$ cat config.mk
export PLATFORM = sky130hd
export DESIGN_NAME = sw_tlb
export DESIGN_NICKNAME = d
export VERILOG_FILES = /design/src/rtl/sw_tlb_pkg.sv /design/src/rtl/tlb_stage_regs.sv /design/src/rtl/tlb_entry_array.sv /design/src/rtl/tlb_hit_select.sv /design/src/rtl/sw_tlb.sv
export SDC_FILE = /design/constraint.sdc
export NUM_CORES = 2
export LEC_CHECK = 0
export ABC_AREA = 0
export BUFFER_PORTS_ARGS = -buffer_cell sky130_fd_sc_hd__buf_4
export CAP_MARGIN = 15
export CELL_PAD_IN_SITES_DETAIL_PLACEMENT = 0
export CELL_PAD_IN_SITES_GLOBAL_PLACEMENT = 1
export CORE_MARGIN = 5
export CORE_UTILIZATION = 25
export DETAILED_ROUTE_END_ITERATION = 8
export GPL_TIMING_DRIVEN = 0
export HOLD_SLACK_MARGIN = 0.03
export PLACE_DENSITY = 0.52
export SLEW_MARGIN = 25
export SYNTH_ARGS = -nofsm -noshare
export SYNTH_HDL_FRONTEND = slang
export SYNTH_SLANG_ARGS = --single-unit
$ cat constraint.sdc
create_clock -name clk -period 10.9 [get_ports clk]
set_clock_uncertainty 0.05 [all_clocks]
set_input_delay 1.09 -clock clk [delete_from_list [all_inputs] [get_ports clk]]
set_output_delay 1.09 -clock clk [all_outputs]
set_load 0.005 [all_outputs]
$ cat src/rtl/sw_tlb_pkg.sv
package sw_tlb_pkg;

   localparam int PAGE_W = 20;
   localparam int TAG_W  = 4;
   localparam int GRP_W  = 4;

   // register selects
   localparam logic [2:0] SEL_CTRL = 3'd0;
   localparam logic [2:0] SEL_VPG  = 3'd1;
   localparam logic [2:0] SEL_ATTR = 3'd2;
   localparam logic [2:0] SEL_TAG  = 3'd3;
   localparam logic [2:0] SEL_PPG  = 3'd4;

   // page size codes
   localparam logic [1:0] SZ_4K   = 2'b00;
   localparam logic [1:0] SZ_512K = 2'b01;
   localparam logic [1:0] SZ_8M   = 2'b11;

   typedef struct packed {
      logic              vld;
      logic [PAGE_W-1:0] vpn;
      logic [TAG_W-1:0]  tag;
      logic [1:0]        size;
      logic              grd;
      logic [GRP_W-1:0]  grp;
      logic [PAGE_W-1:0] ppn;
   } tlb_entry_t;

   // bits of the page number that take part in the compare
   function automatic logic [PAGE_W-1:0] cmp_mask(input logic [1:0] sz);
      logic [PAGE_W-1:0] m;
      m = '1;
      case (sz)
         SZ_512K: m = {{(PAGE_W-7){1'b1}}, 7'b0};
         SZ_8M:   m = {{(PAGE_W-11){1'b1}}, 11'b0};
         default: m = '1;
      endcase
      return m;
   endfunction

endpackage

$ cat src/rtl/tlb_stage_regs.sv
module tlb_stage_regs
   import sw_tlb_pkg::*;
#(
   parameter int          ENTRIES    = 32,
   parameter int          RESERVED   = 4,
   parameter logic [31:0] CTRL_RESET = 32'h0400_0000,
   parameter int          INDEX_LSB  = 8,
   parameter int          FIELD_W    = 5,
   parameter int          RSV_BIT    = 27,
   localparam int         IDX_W      = $clog2(ENTRIES)
) (
   input  logic             clk,
   input  logic             rst_n,
   input  logic             wr_en,
   input  logic [2:0]       wr_sel,
   input  logic [31:0]      wr_data,
   input  logic [2:0]       rd_sel,
   output logic [31:0]      rd_data,
   output logic [TAG_W-1:0] cur_tag,
   output logic             commit,
   output logic [IDX_W-1:0] commit_idx,
   output tlb_entry_t       commit_entry
);

   localparam logic [IDX_W-1:0] LAST_IDX = IDX_W'(ENTRIES - 1);
   localparam logic [IDX_W-1:0] RSV_IDX  = IDX_W'(RESERVED);
   localparam logic [IDX_W-1:0] RST_IDX  = CTRL_RESET[INDEX_LSB +: IDX_W];

   generate
      if (ENTRIES < 2 || ENTRIES != (1 << IDX_W))
         $error("tlb_stage_regs: ENTRIES must be a power of two, at least 2");
      if (IDX_W > FIELD_W)
         $error("tlb_stage_regs: slot index does not fit the control field");
      if (RESERVED >= ENTRIES)
         $error("tlb_stage_regs: RESERVED must be below ENTRIES");
      if (RSV_BIT > 31 || INDEX_LSB + FIELD_W > 32)
         $error("tlb_stage_regs: control field positions out of range");
   endgenerate

   logic [31:0]      ctrl_q, vpg_q, attr_q, ppg_q;
   logic [TAG_W-1:0] tag_q;
   logic [IDX_W-1:0] idx_q, idx_nxt;
   logic [31:0]      ctrl_rd;
   logic             rsv;

   assign rsv    = ctrl_q[RSV_BIT];
   assign commit = wr_en && (wr_sel == SEL_PPG);

   // slot pointer after a commit
   always_comb begin
      if (idx_q == LAST_IDX) idx_nxt = rsv ? RSV_IDX : '0;
      else                   idx_nxt = idx_q + 1'b1;
   end

   always_ff @(posedge clk) begin
      if (!rst_n) begin
         ctrl_q <= CTRL_RESET;
         idx_q  <= RST_IDX;
         vpg_q  <= '0;
         attr_q <= '0;
         ppg_q  <= '0;
         tag_q  <= '0;
      end else if (wr_en) begin
         case (wr_sel)
            SEL_CTRL: begin
               ctrl_q <= wr_data;
               idx_q  <= wr_data[INDEX_LSB +: IDX_W];
            end
            SEL_VPG:  vpg_q  <= wr_data;
            SEL_ATTR: attr_q <= wr_data;
            SEL_TAG:  tag_q  <= wr_data[TAG_W-1:0];
            SEL_PPG: begin
               ppg_q <= wr_data;
               idx_q <= idx_nxt;
            end
            default: ;
         endcase
      end
   end

   // entry assembled from the staged fields plus the incoming page
   always_comb begin
      commit_entry.vld  = vpg_q[9] & attr_q[0];
      commit_entry.vpn  = vpg_q[31:12];
      commit_entry.tag  = vpg_q[TAG_W-1:0];
      commit_entry.size = attr_q[3:2];
      commit_entry.grd  = attr_q[4];
      commit_entry.grp  = attr_q[8:5];
      commit_entry.ppn  = wr_data[31:12];
   end
   assign commit_idx = idx_q;
   assign cur_tag    = tag_q;

   always_comb begin
      ctrl_rd = ctrl_q;
      ctrl_rd[INDEX_LSB +: FIELD_W] = FIELD_W'(idx_q);
   end

   always_comb begin
      case (rd_sel)
         SEL_CTRL: rd_data = ctrl_rd;
         SEL_VPG:  rd_data = vpg_q;
         SEL_ATTR: rd_data = attr_q;
         SEL_TAG:  rd_data = {{(32-TAG_W){1'b0}}, tag_q};
         SEL_PPG:  rd_data = ppg_q;
         default:  rd_data = '0;
      endcase
   end

   // pointer steps by one below the last slot
   p_advance_r4: assert property (@(posedge clk) disable iff (!rst_n)
      (commit && idx_q != LAST_IDX) |=> (idx_q == IDX_W'($past(idx_q) + 1'b1)));

   // plain wrap goes to slot zero
   p_wrap_plain_r4: assert property (@(posedge clk) disable iff (!rst_n)
      (commit && idx_q == LAST_IDX && !rsv) |=> (idx_q == '0));

   // reserved wrap skips the pinned slots
   p_wrap_rsv_r5: assert property (@(posedge clk) disable iff (!rst_n)
      (commit && idx_q == LAST_IDX && rsv) |=> (idx_q == RSV_IDX));

endmodule

$ cat src/rtl/tlb_entry_array.sv
module tlb_entry_array
   import sw_tlb_pkg::*;
#(
   parameter int  ENTRIES = 32,
   localparam int IDX_W   = $clog2(ENTRIES)
) (
   input  logic               clk,
   input  logic               rst_n,
   input  logic               wr_en,
   input  logic [IDX_W-1:0]   wr_idx,
   input  tlb_entry_t         wr_entry,
   input  logic [PAGE_W-1:0]  lk_page,
   input  logic [TAG_W-1:0]   lk_tag,
   output logic [ENTRIES-1:0] match_vec,
   output tlb_entry_t         tbl [ENTRIES]
);

   tlb_entry_t tbl_q [ENTRIES];

   always_ff @(posedge clk) begin
      if (!rst_n) begin
         for (int i = 0; i < ENTRIES; i++) tbl_q[i] <= '0;
      end else if (wr_en) begin
         tbl_q[wr_idx] <= wr_entry;
      end
   end

   // one comparator per slot
   generate
      for (genvar g = 0; g < ENTRIES; g++) begin : g_cmp
         logic [PAGE_W-1:0] diff;
         assign diff = (tbl_q[g].vpn ^ lk_page) & cmp_mask(tbl_q[g].size);
         assign match_vec[g] = tbl_q[g].vld && (tbl_q[g].tag == lk_tag) && (diff == '0);
         assign tbl[g] = tbl_q[g];
      end
   endgenerate

   // the committed entry lands in the addressed slot
   p_commit_r3: assert property (@(posedge clk) disable iff (!rst_n)
      wr_en |=> (tbl_q[$past(wr_idx)] == $past(wr_entry)));

   // an entry committed without both valid flags never matches
   p_inval_r12: assert property (@(posedge clk) disable iff (!rst_n)
      (wr_en && !wr_entry.vld) |=> !match_vec[$past(wr_idx)]);

endmodule

$ cat src/rtl/tlb_hit_select.sv
module tlb_hit_select
   import sw_tlb_pkg::*;
#(
   parameter int  ENTRIES = 32,
   localparam int IDX_W   = $clog2(ENTRIES)
) (
   input  logic               clk,
   input  logic               rst_n,
   input  logic [ENTRIES-1:0] match_vec,
   input  tlb_entry_t         tbl [ENTRIES],
   input  logic [PAGE_W-1:0]  lk_page,
   output logic               hit,
   output logic [PAGE_W-1:0]  ppn,
   output logic               grd,
   output logic [GRP_W-1:0]   grp,
   output logic [1:0]         size
);

   logic [IDX_W-1:0]  sel_idx;
   tlb_entry_t        e;
   logic [PAGE_W-1:0] m;

   // lowest matching slot wins
   always_comb begin
      hit     = 1'b0;
      sel_idx = '0;
      for (int i = ENTRIES - 1; i >= 0; i--) begin
         if (match_vec[i]) begin
            hit     = 1'b1;
            sel_idx = IDX_W'(i);
         end
      end
   end

   assign e = tbl[sel_idx];
   assign m = cmp_mask(e.size);

   always_comb begin
      if (hit) begin
         ppn  = (e.ppn & m) | (lk_page & ~m);
         grd  = e.grd;
         grp  = e.grp;
         size = e.size;
      end else begin
         ppn  = '0;
         grd  = 1'b0;
         grp  = '0;
         size = '0;
      end
   end

   // no lower slot matched when a slot is selected
   p_lowest_r10: assert property (@(posedge clk) disable iff (!rst_n)
      hit |-> ((match_vec & ((ENTRIES'(1) << sel_idx) - 1'b1)) == '0));

   // a reported hit comes from a matching slot
   p_hit_src_r6: assert property (@(posedge clk) disable iff (!rst_n)
      hit |-> match_vec[sel_idx]);

   // a miss means no slot matched
   p_miss_r6: assert property (@(posedge clk) disable iff (!rst_n)
      !hit |-> (match_vec == '0));

endmodule

$ cat src/rtl/sw_tlb.sv
module sw_tlb
   import sw_tlb_pkg::*;
#(
   parameter int          ENTRIES    = 32,
   parameter int          RESERVED   = 4,
   parameter logic [31:0] CTRL_RESET = 32'h0400_0000,
   parameter int          INDEX_LSB  = 8,
   parameter int          RSV_BIT    = 27
) (
   input  logic        clk,
   input  logic        rst_n,
   input  logic        wr_en,
   input  logic [2:0]  wr_sel,
   input  logic [31:0] wr_data,
   input  logic [2:0]  rd_sel,
   output logic [31:0] rd_data,
   input  logic [19:0] lk_page,
   output logic        lk_hit,
   output logic [19:0] lk_ppn,
   output logic        lk_guarded,
   output logic [3:0]  lk_group,
   output logic [1:0]  lk_size
);

   localparam int IDX_W = $clog2(ENTRIES);

   logic [TAG_W-1:0]   cur_tag;
   logic               commit;
   logic [IDX_W-1:0]   commit_idx;
   tlb_entry_t         commit_entry;
   logic [ENTRIES-1:0] match_vec;
   tlb_entry_t         tbl [ENTRIES];

   tlb_stage_regs #(
      .ENTRIES(ENTRIES), .RESERVED(RESERVED), .CTRL_RESET(CTRL_RESET),
      .INDEX_LSB(INDEX_LSB), .FIELD_W(5), .RSV_BIT(RSV_BIT)
   ) u_stage (
      .clk(clk), .rst_n(rst_n), .wr_en(wr_en), .wr_sel(wr_sel), .wr_data(wr_data),
      .rd_sel(rd_sel), .rd_data(rd_data), .cur_tag(cur_tag), .commit(commit),
      .commit_idx(commit_idx), .commit_entry(commit_entry)
   );

   tlb_entry_array #(.ENTRIES(ENTRIES)) u_array (
      .clk(clk), .rst_n(rst_n), .wr_en(commit), .wr_idx(commit_idx),
      .wr_entry(commit_entry), .lk_page(lk_page), .lk_tag(cur_tag),
      .match_vec(match_vec), .tbl(tbl)
   );

   tlb_hit_select #(.ENTRIES(ENTRIES)) u_sel (
      .clk(clk), .rst_n(rst_n), .match_vec(match_vec), .tbl(tbl), .lk_page(lk_page),
      .hit(lk_hit), .ppn(lk_ppn), .grd(lk_guarded), .grp(lk_group), .size(lk_size)
   );

endmodule

* Yosys cells after proc, flatten, opt, wreduce, memory -nomap -nowiden *
Memory sizes are Yosys's and may differ from the RTL's.
Cells that the tools add are included.

cells by class
  reductions and logical operators = 107
  order comparisons = 1
  eq/ne operators = 107
  bitwise logic cells = 70
  $add $sub $neg = 1
  mux-type cells = 115

operators with widths
  cell                                                                   number
  11-bit case mux with 2 select lines                                    33
  20-bit bitwise AND                                                     34
  20-bit zero test                                                       32
  20-bit bitwise XOR                                                     32
  52-bit binary-select mux with 5-bit select                             1
  5-bit 2-to-1 mux                                                       34
  32-bit case mux with 5 select lines                                    1
  4-bit equality test                                                    32
  2-bit by 1-bit equality test with 1-bit output, second input constant  33
  2-bit equality test, second input constant                             33
  1-bit logical AND                                                      65
  27-bit 2-to-1 mux                                                      2
  52-bit 2-to-1 mux                                                      1
  52-bit OR reduction                                                    1
  1-bit 2-to-1 mux                                                       38
  20-bit 2-to-1 mux                                                      1
  20-bit inverter                                                        1
  20-bit bitwise OR                                                      1
  3-bit by 2-bit equality test with 1-bit output, second input constant  4
  2-bit AND reduction                                                    6
  5-bit case mux with 2 select lines                                     1
  3-bit by 1-bit equality test with 1-bit output, second input constant  2
  3-bit equality test, second input constant                             2
  6-bit greater-or-equal comparator, second input constant               1
  other kinds (9)                                                        10

word-level totals
  input port bits = 61
  logic and storage cells = 408
  memories = 1
  output and inout bits = 60
  bits in writable memories = 1664
  register bits after elaboration = 137

memory list
  name           words  bits a word  rd ports  clocked after memory_dff  wr ports  line                   source
  u_array.tbl_q  32     52           32        0                         32        tlb_entry_array.sv:18  tlb_entry_t tbl_q [ENTRIES];

* Depth between registers and ports, before layout *
An unclocked memory read counts as a cell.

  word-level depth = 48
  mapped depth = 23

* Cells and area by module *
From an unflattened synthesis, not the netlist that was laid out.

unflattened totals
  cells, all modules = 7371
  area total of the unflattened synthesis = 86670.6 um^2

modules (own cells, without submodules)
  module           seq. area each (um^2)  times used  cells each  area an instance (um^2)
  tlb_entry_array  49967.9                1           4918        71268.4
  tlb_hit_select   0.0                    1           1656        8929.8
  tlb_stage_regs   2642.5                 1           797         6472.5

* Worst setup path after synthesis *
OpenSTA, ideal clock, no wires.

  path type = input to register
  start = in wr_sel[2]
  end = mem u_array.tbl_q[22][0] (netlist name) (enable)
  library setup time = 534 ps
  required time = 10316 ps
  setup slack = 4564 ps
  arrival = 5752 ps
  stages = 5
  cells stage by stage = clkbuf_1 -> and3_1 -> clkbuf_1 -> nand3_1 -> o21ai_0

RTL lines
  item                line                   source
  start: declaration  sw_tlb.sv:13           input logic [2:0] wr_sel,
  end: declaration    tlb_entry_array.sv:18

* Final worst setup path *
  start = reg u_stage.tag_q[3], in the netlist u_stage.cur_tag[3]
  end = out lk_ppn[0]

between the ends
  word-level cells in the longest chain between the ends = 45
  elaborated cells on any way between the ends = 172
  those cells by class = eq/ne (34); mux (69); bitwise (5); reduce/logical (64)

RTL lines
  item                                                                                          line                   source
  start: declaration                                                                            tlb_stage_regs.sv:41   logic [TAG_W-1:0] tag_q;
  start signal: assignment                                                                      tlb_stage_regs.sv:71   SEL_TAG: tag_q <= wr_data[TAG_W-1:0];
  4-bit equality test                                                                           tlb_entry_array.sv:33  assign match_vec[g] = tbl_q[g].vld && (tbl_q[g].tag == lk_tag) && (diff == '0);
  1-bit logical AND (2 in series)                                                               tlb_entry_array.sv:33
  5-bit 2-to-1 mux (32 in series)                                                               tlb_hit_select.sv:28   if (match_vec[i]) begin
  5-bit inverter with 6-bit output (implied by the code)                                        tlb_hit_select.sv:35   assign e = tbl[sel_idx];
  52-bit binary-select mux with 5-bit select                                                    tlb_hit_select.sv:35
  27-bit 2-to-1 mux (implied by the code) (2 in series)                                         tlb_hit_select.sv:35
  2-bit equality test / 2-bit by 1-bit equality test with 1-bit output (equally long branches)  sw_tlb_pkg.sv:33       case (sz)
  11-bit case mux with 2 select lines                                                           sw_tlb_pkg.sv:33
  20-bit inverter                                                                               tlb_hit_select.sv:40   ppn = (e.ppn & m) | (lk_page & ~m);
  20-bit bitwise AND                                                                            tlb_hit_select.sv:40
  20-bit bitwise OR                                                                             tlb_hit_select.sv:40
  20-bit 2-to-1 mux *                                                                           tlb_hit_select.sv:39   if (hit) begin
  end: declaration                                                                              sw_tlb.sv:19           output logic [19:0] lk_ppn,

Every way passes the cells marked *; elsewhere a longest branch is shown, timed or not. The select of a mux whose other input is x is not followed.

==> metrics.txt <==
synthesized netlist net count 7569; wire length of the first global-routing pass 605 mm; relative max-transition margin 14.9%; largest cells by area after synthesis sky130_fd_sc_hd__edfxtp_1 57%, sky130_fd_sc_hd__and3_1 9.2%, sky130_fd_sc_hd__xnor2_1 5.6%, sky130_fd_sc_hd__nand2_1 3.6%, sky130_fd_sc_hd__and2_1 3.0%; count of buffering cells on the critical path with inverters included 8; Simple-Gate Fraction of Synth Area between 10% and 20%; required time of the worst setup path 9.76 ns; starting density of the core between 20 and 30%; I/O pin total roughly 120; setup bufs post-CTS 0; class of the worst hold path register to register; Final Cycle Share 100%; Syn. warnings 0; clock network fraction of design power 43.4%; share of layout cells above drive strength 1 10.3%; Net count, final 7945; status finished with violations; switching portion of total power 25.5%; most common flop cell mapped by yosys sky130_fd_sc_hd__edfxtp_1; Static Leakage 0.0393 uW; minimum clock period after layout 10.90 ns; count of endpoints failing setup in the final report 1; Setup TNS -0.00418 ns; Compound-Gate Fraction of Synth Area 6.04%; ratio of total power to cell area 155 nW/um2; adder-cell share of the synthesized area 0.0709%; crit path from u_stage.cur_tag[3]; most frequent cell after synthesis sky130_fd_sc_hd__edfxtp_1; slew at the pin closest to its max-slew limit 1.27 ns; DRT iter0 DRCs between 9000 and 10000; data arrival time at the worst-slack endpoint roughly 9.8 ns; library cell with the largest summed area after synthesis sky130_fd_sc_hd__edfxtp_1; final worst-path setup slack -0.00418 ns; area growth from synthesis to final layout 17.5%; Hold Buf Count CTS 0; sequential share of the synthesized area 59.6%; number of flops mapped to enable cells by yosys between 1500 and 2000; maximum number of pins on one net before global-route repair 42; sink count of the clock tree around 1800; num rows 218; initial antenna violation count 98; share of the synthesized netlist area taken by xor and xnor gates 7.63%; category of cells accounting for the largest share of critical-path delay buffers and inverters; violated checks setup timing; horizontal extent of the die 604 um; cell-by-cell trace of the critical path buf_2 -> buf_4 -> buf_2 -> xnor2_1 -> nand4_1 -> nor4_1 -> nand2_1 -> a32o_1 -> a21oi_1 -> o211ai_2 -> nand2_1 -> buf_4 -> buf_4 -> buf_2 -> clkbuf_1 -> nand2_1 -> a21oi_1 -> nor3_1 -> a211oi_1 -> a221o_1 -> buf_4; final number of hold-violating endpoints 0; CTS tree yes; kind of start point of the critical path register; vias after detailed routing 68300; vias in the first global route 65500; worst ir drop on vdd 0.135 mV; Comb power frac 7.5%; async set or reset register ratio after synthesis 0%; CTS Root Cell sky130_fd_sc_hd__clkbuf_16; achievable clock frequency 91.7 MHz; list of most frequent post-synthesis cells 1664 x sky130_fd_sc_hd__edfxtp_1, 1299 x sky130_fd_sc_hd__and3_1, 835 x sky130_fd_sc_hd__nand2_1; cell count after synthesis 7503; drt pass-1 iters 6; quantity of I/O buffers inserted on ports 76; Die Ht 604 um; post-cts repair resize count 0; area of the core 352000 um2; utilization after layout 29.4%; area of the die approximately 360000 um2; maximum buffer depth of the clock tree 4; reg2reg start u_stage.commit_idx[0]; sequential share of power just under 50%; per-cell via count in the routed design 5.33; clock insertion delay at the later pin of the skew report 0.92 ns; delay of the slowest critical-path stage 0.93 ns; setup repair after global routing missed its margin false; weighted congestion reported at the end of routability-driven placement 0.974; Synth top area share 56.6%; count of final max-slew check failures 0; routed wire length 464 mm; register bit count reported by yosys between 1500 and 2000; highest-delay cell along the critical path sky130_fd_sc_hd__a211oi_1; total clock buffers created by CTS 217; reported max-cap violation count 0; combinational family with the most area after synthesis simple AND/OR/NAND/NOR gates; Syn Area/Cell 11.8 um2; average wire per cell in the routed design 36.2 um; CP dominant cell by count sky130_fd_sc_hd__buf_4; total overflow reported by the global router 0; depth of the CTS H-tree 4; distinct cell type count after synthesis 91; Overall Global Routing Usage 24.5%; cell internal pwr roughly 12000 uW; DPL Wire Length ~340 mm; DRC violation count after routing 0; launch instance of the worst min-delay path u_stage.ctrl_q[5]; Clock Pin Slew Worst Setup and Hold Paths ~0.060 ns; net switching power between 4000 and 5000 uW; netlist area before placement between 80000 and 90000 um2; number of nets with antenna violations after detailed routing 0; mux cell area share after synthesis 2.65%; WS Path Type register to output pin; largest fanout on the critical path 10; endpoint kind of the worst setup timing path output pin
## path summary, 6_finish.rpt
check / endpoint / slack (ns) / cells after the start
max: lk_ppn[0] / -0.004 / 21
min: u_stage.ctrl_q[5] / 0.41 / 2
max reg2reg: u_array.tbl_q[13][6] / 6.36 / 9
min reg2reg: u_stage.ctrl_q[5] / 0.41 / 2
## cell families after synthesis
logic type,after synthesis
XOR/XNOR,769
flip-flops,1796
adder cells (fa/ha/maj),5
AND/OR/NAND/NOR,3193
buffers and inverters,826
multiplexers,229
AO/OA/AOI/OAI,685
## flip-flops by register name (all words and copies together) (netlist names)
signal              count
u_array.tbl_q        1664
u_stage.attr_q         32
u_stage.commit_idx      5
u_stage.ctrl_q         27
u_stage.cur_tag         4
u_stage.ppg_q          32
u_stage.vpg_q          32
## layout make-up
cell class | count | area (um2)
clock inverter | 91 | 687
inverter | 31 | 116
sequential | 1796 | 52600
clock buffer | 284 | 5730
buffer | 795 | 3570
multi-input combinational | 4881 | 32500
tap | 4730 | 5920
timing repair buffer | 157 | 2340
antenna | 56 | 140
fill | 36200 | 248000
## layer usage
layer	wire length, um	GRT usage [%]
met5	190	0
met1	184000	31.6
met2	207000	38.4
met4	27900	12.1
met3	45600	5.83
## layout by cell type, fill, tap and decap left out, drive strengths merged, types with 35 or more instances in the layout
master,synthesis,final
a21boi,127,127
edfxtp,1664,1664
a21oi,66,66
nand4,182,182
a22o,35,35
and3,1299,1299
xor2,200,200
a211oi,86,86
clkbuf,614,898
mux2i,198,198
buf,181,338
dfxtp,132,132
nor2,68,68
diode,0,56
nand2,835,835
o21ai,54,54
nand3,190,190
xnor2,569,569
and2,423,423
clkinv,1,76
nor4,82,82
## worst reg2reg max path: stages, from the launching register on
cell,delay [ns]
sky130_fd_sc_hd__dfxtp_1,0.48
sky130_fd_sc_hd__ha_1,0.22
sky130_fd_sc_hd__and3_1,0.16
sky130_fd_sc_hd__clkbuf_1,0.66
sky130_fd_sc_hd__clkbuf_2,0.48
sky130_fd_sc_hd__buf_16,0.21
sky130_fd_sc_hd__clkbuf_1,0.80
sky130_fd_sc_hd__nand2_1,0.27
sky130_fd_sc_hd__nand2_4,0.45
sky130_fd_sc_hd__buf_16,0.30
## power groups by stage
stage / Combinational, uW / Clock, uW / Sequential [uW]
finish: 1210 / 6950 / 7860
global route: 1240 / 7250 / 7870
CTS: 1190 / 6990 / 7860
detailed placement: 1180 / 0 / 8000
global placement: 1100 / 0 / 8050
floorplan: 582 / 0 / 7960
## through the flow
| step | cell area, um2 | hold slack [ns] | setup slack [ns] | cells | power (uW) |
|---|---|---|---|---|---|
| finish | 104000 | 0.412 | -0.00418 | 12800 | 16000 |
| detailed placement | 97100 | 0.407 | 0.567 | 12400 | 9190 |
| global placement | 94700 | 0.399 | -1.28 | 12300 | 9150 |
| global route | 104000 | 0.405 | 0.0405 | 12800 | 16400 |
| floorplan | 88200 | 0.391 | 4.56 | 7503 | 8540 |
| CTS | 104000 | 0.362 | 0.326 | 12800 | 16000 |
(Power assumes the default switching activity.)
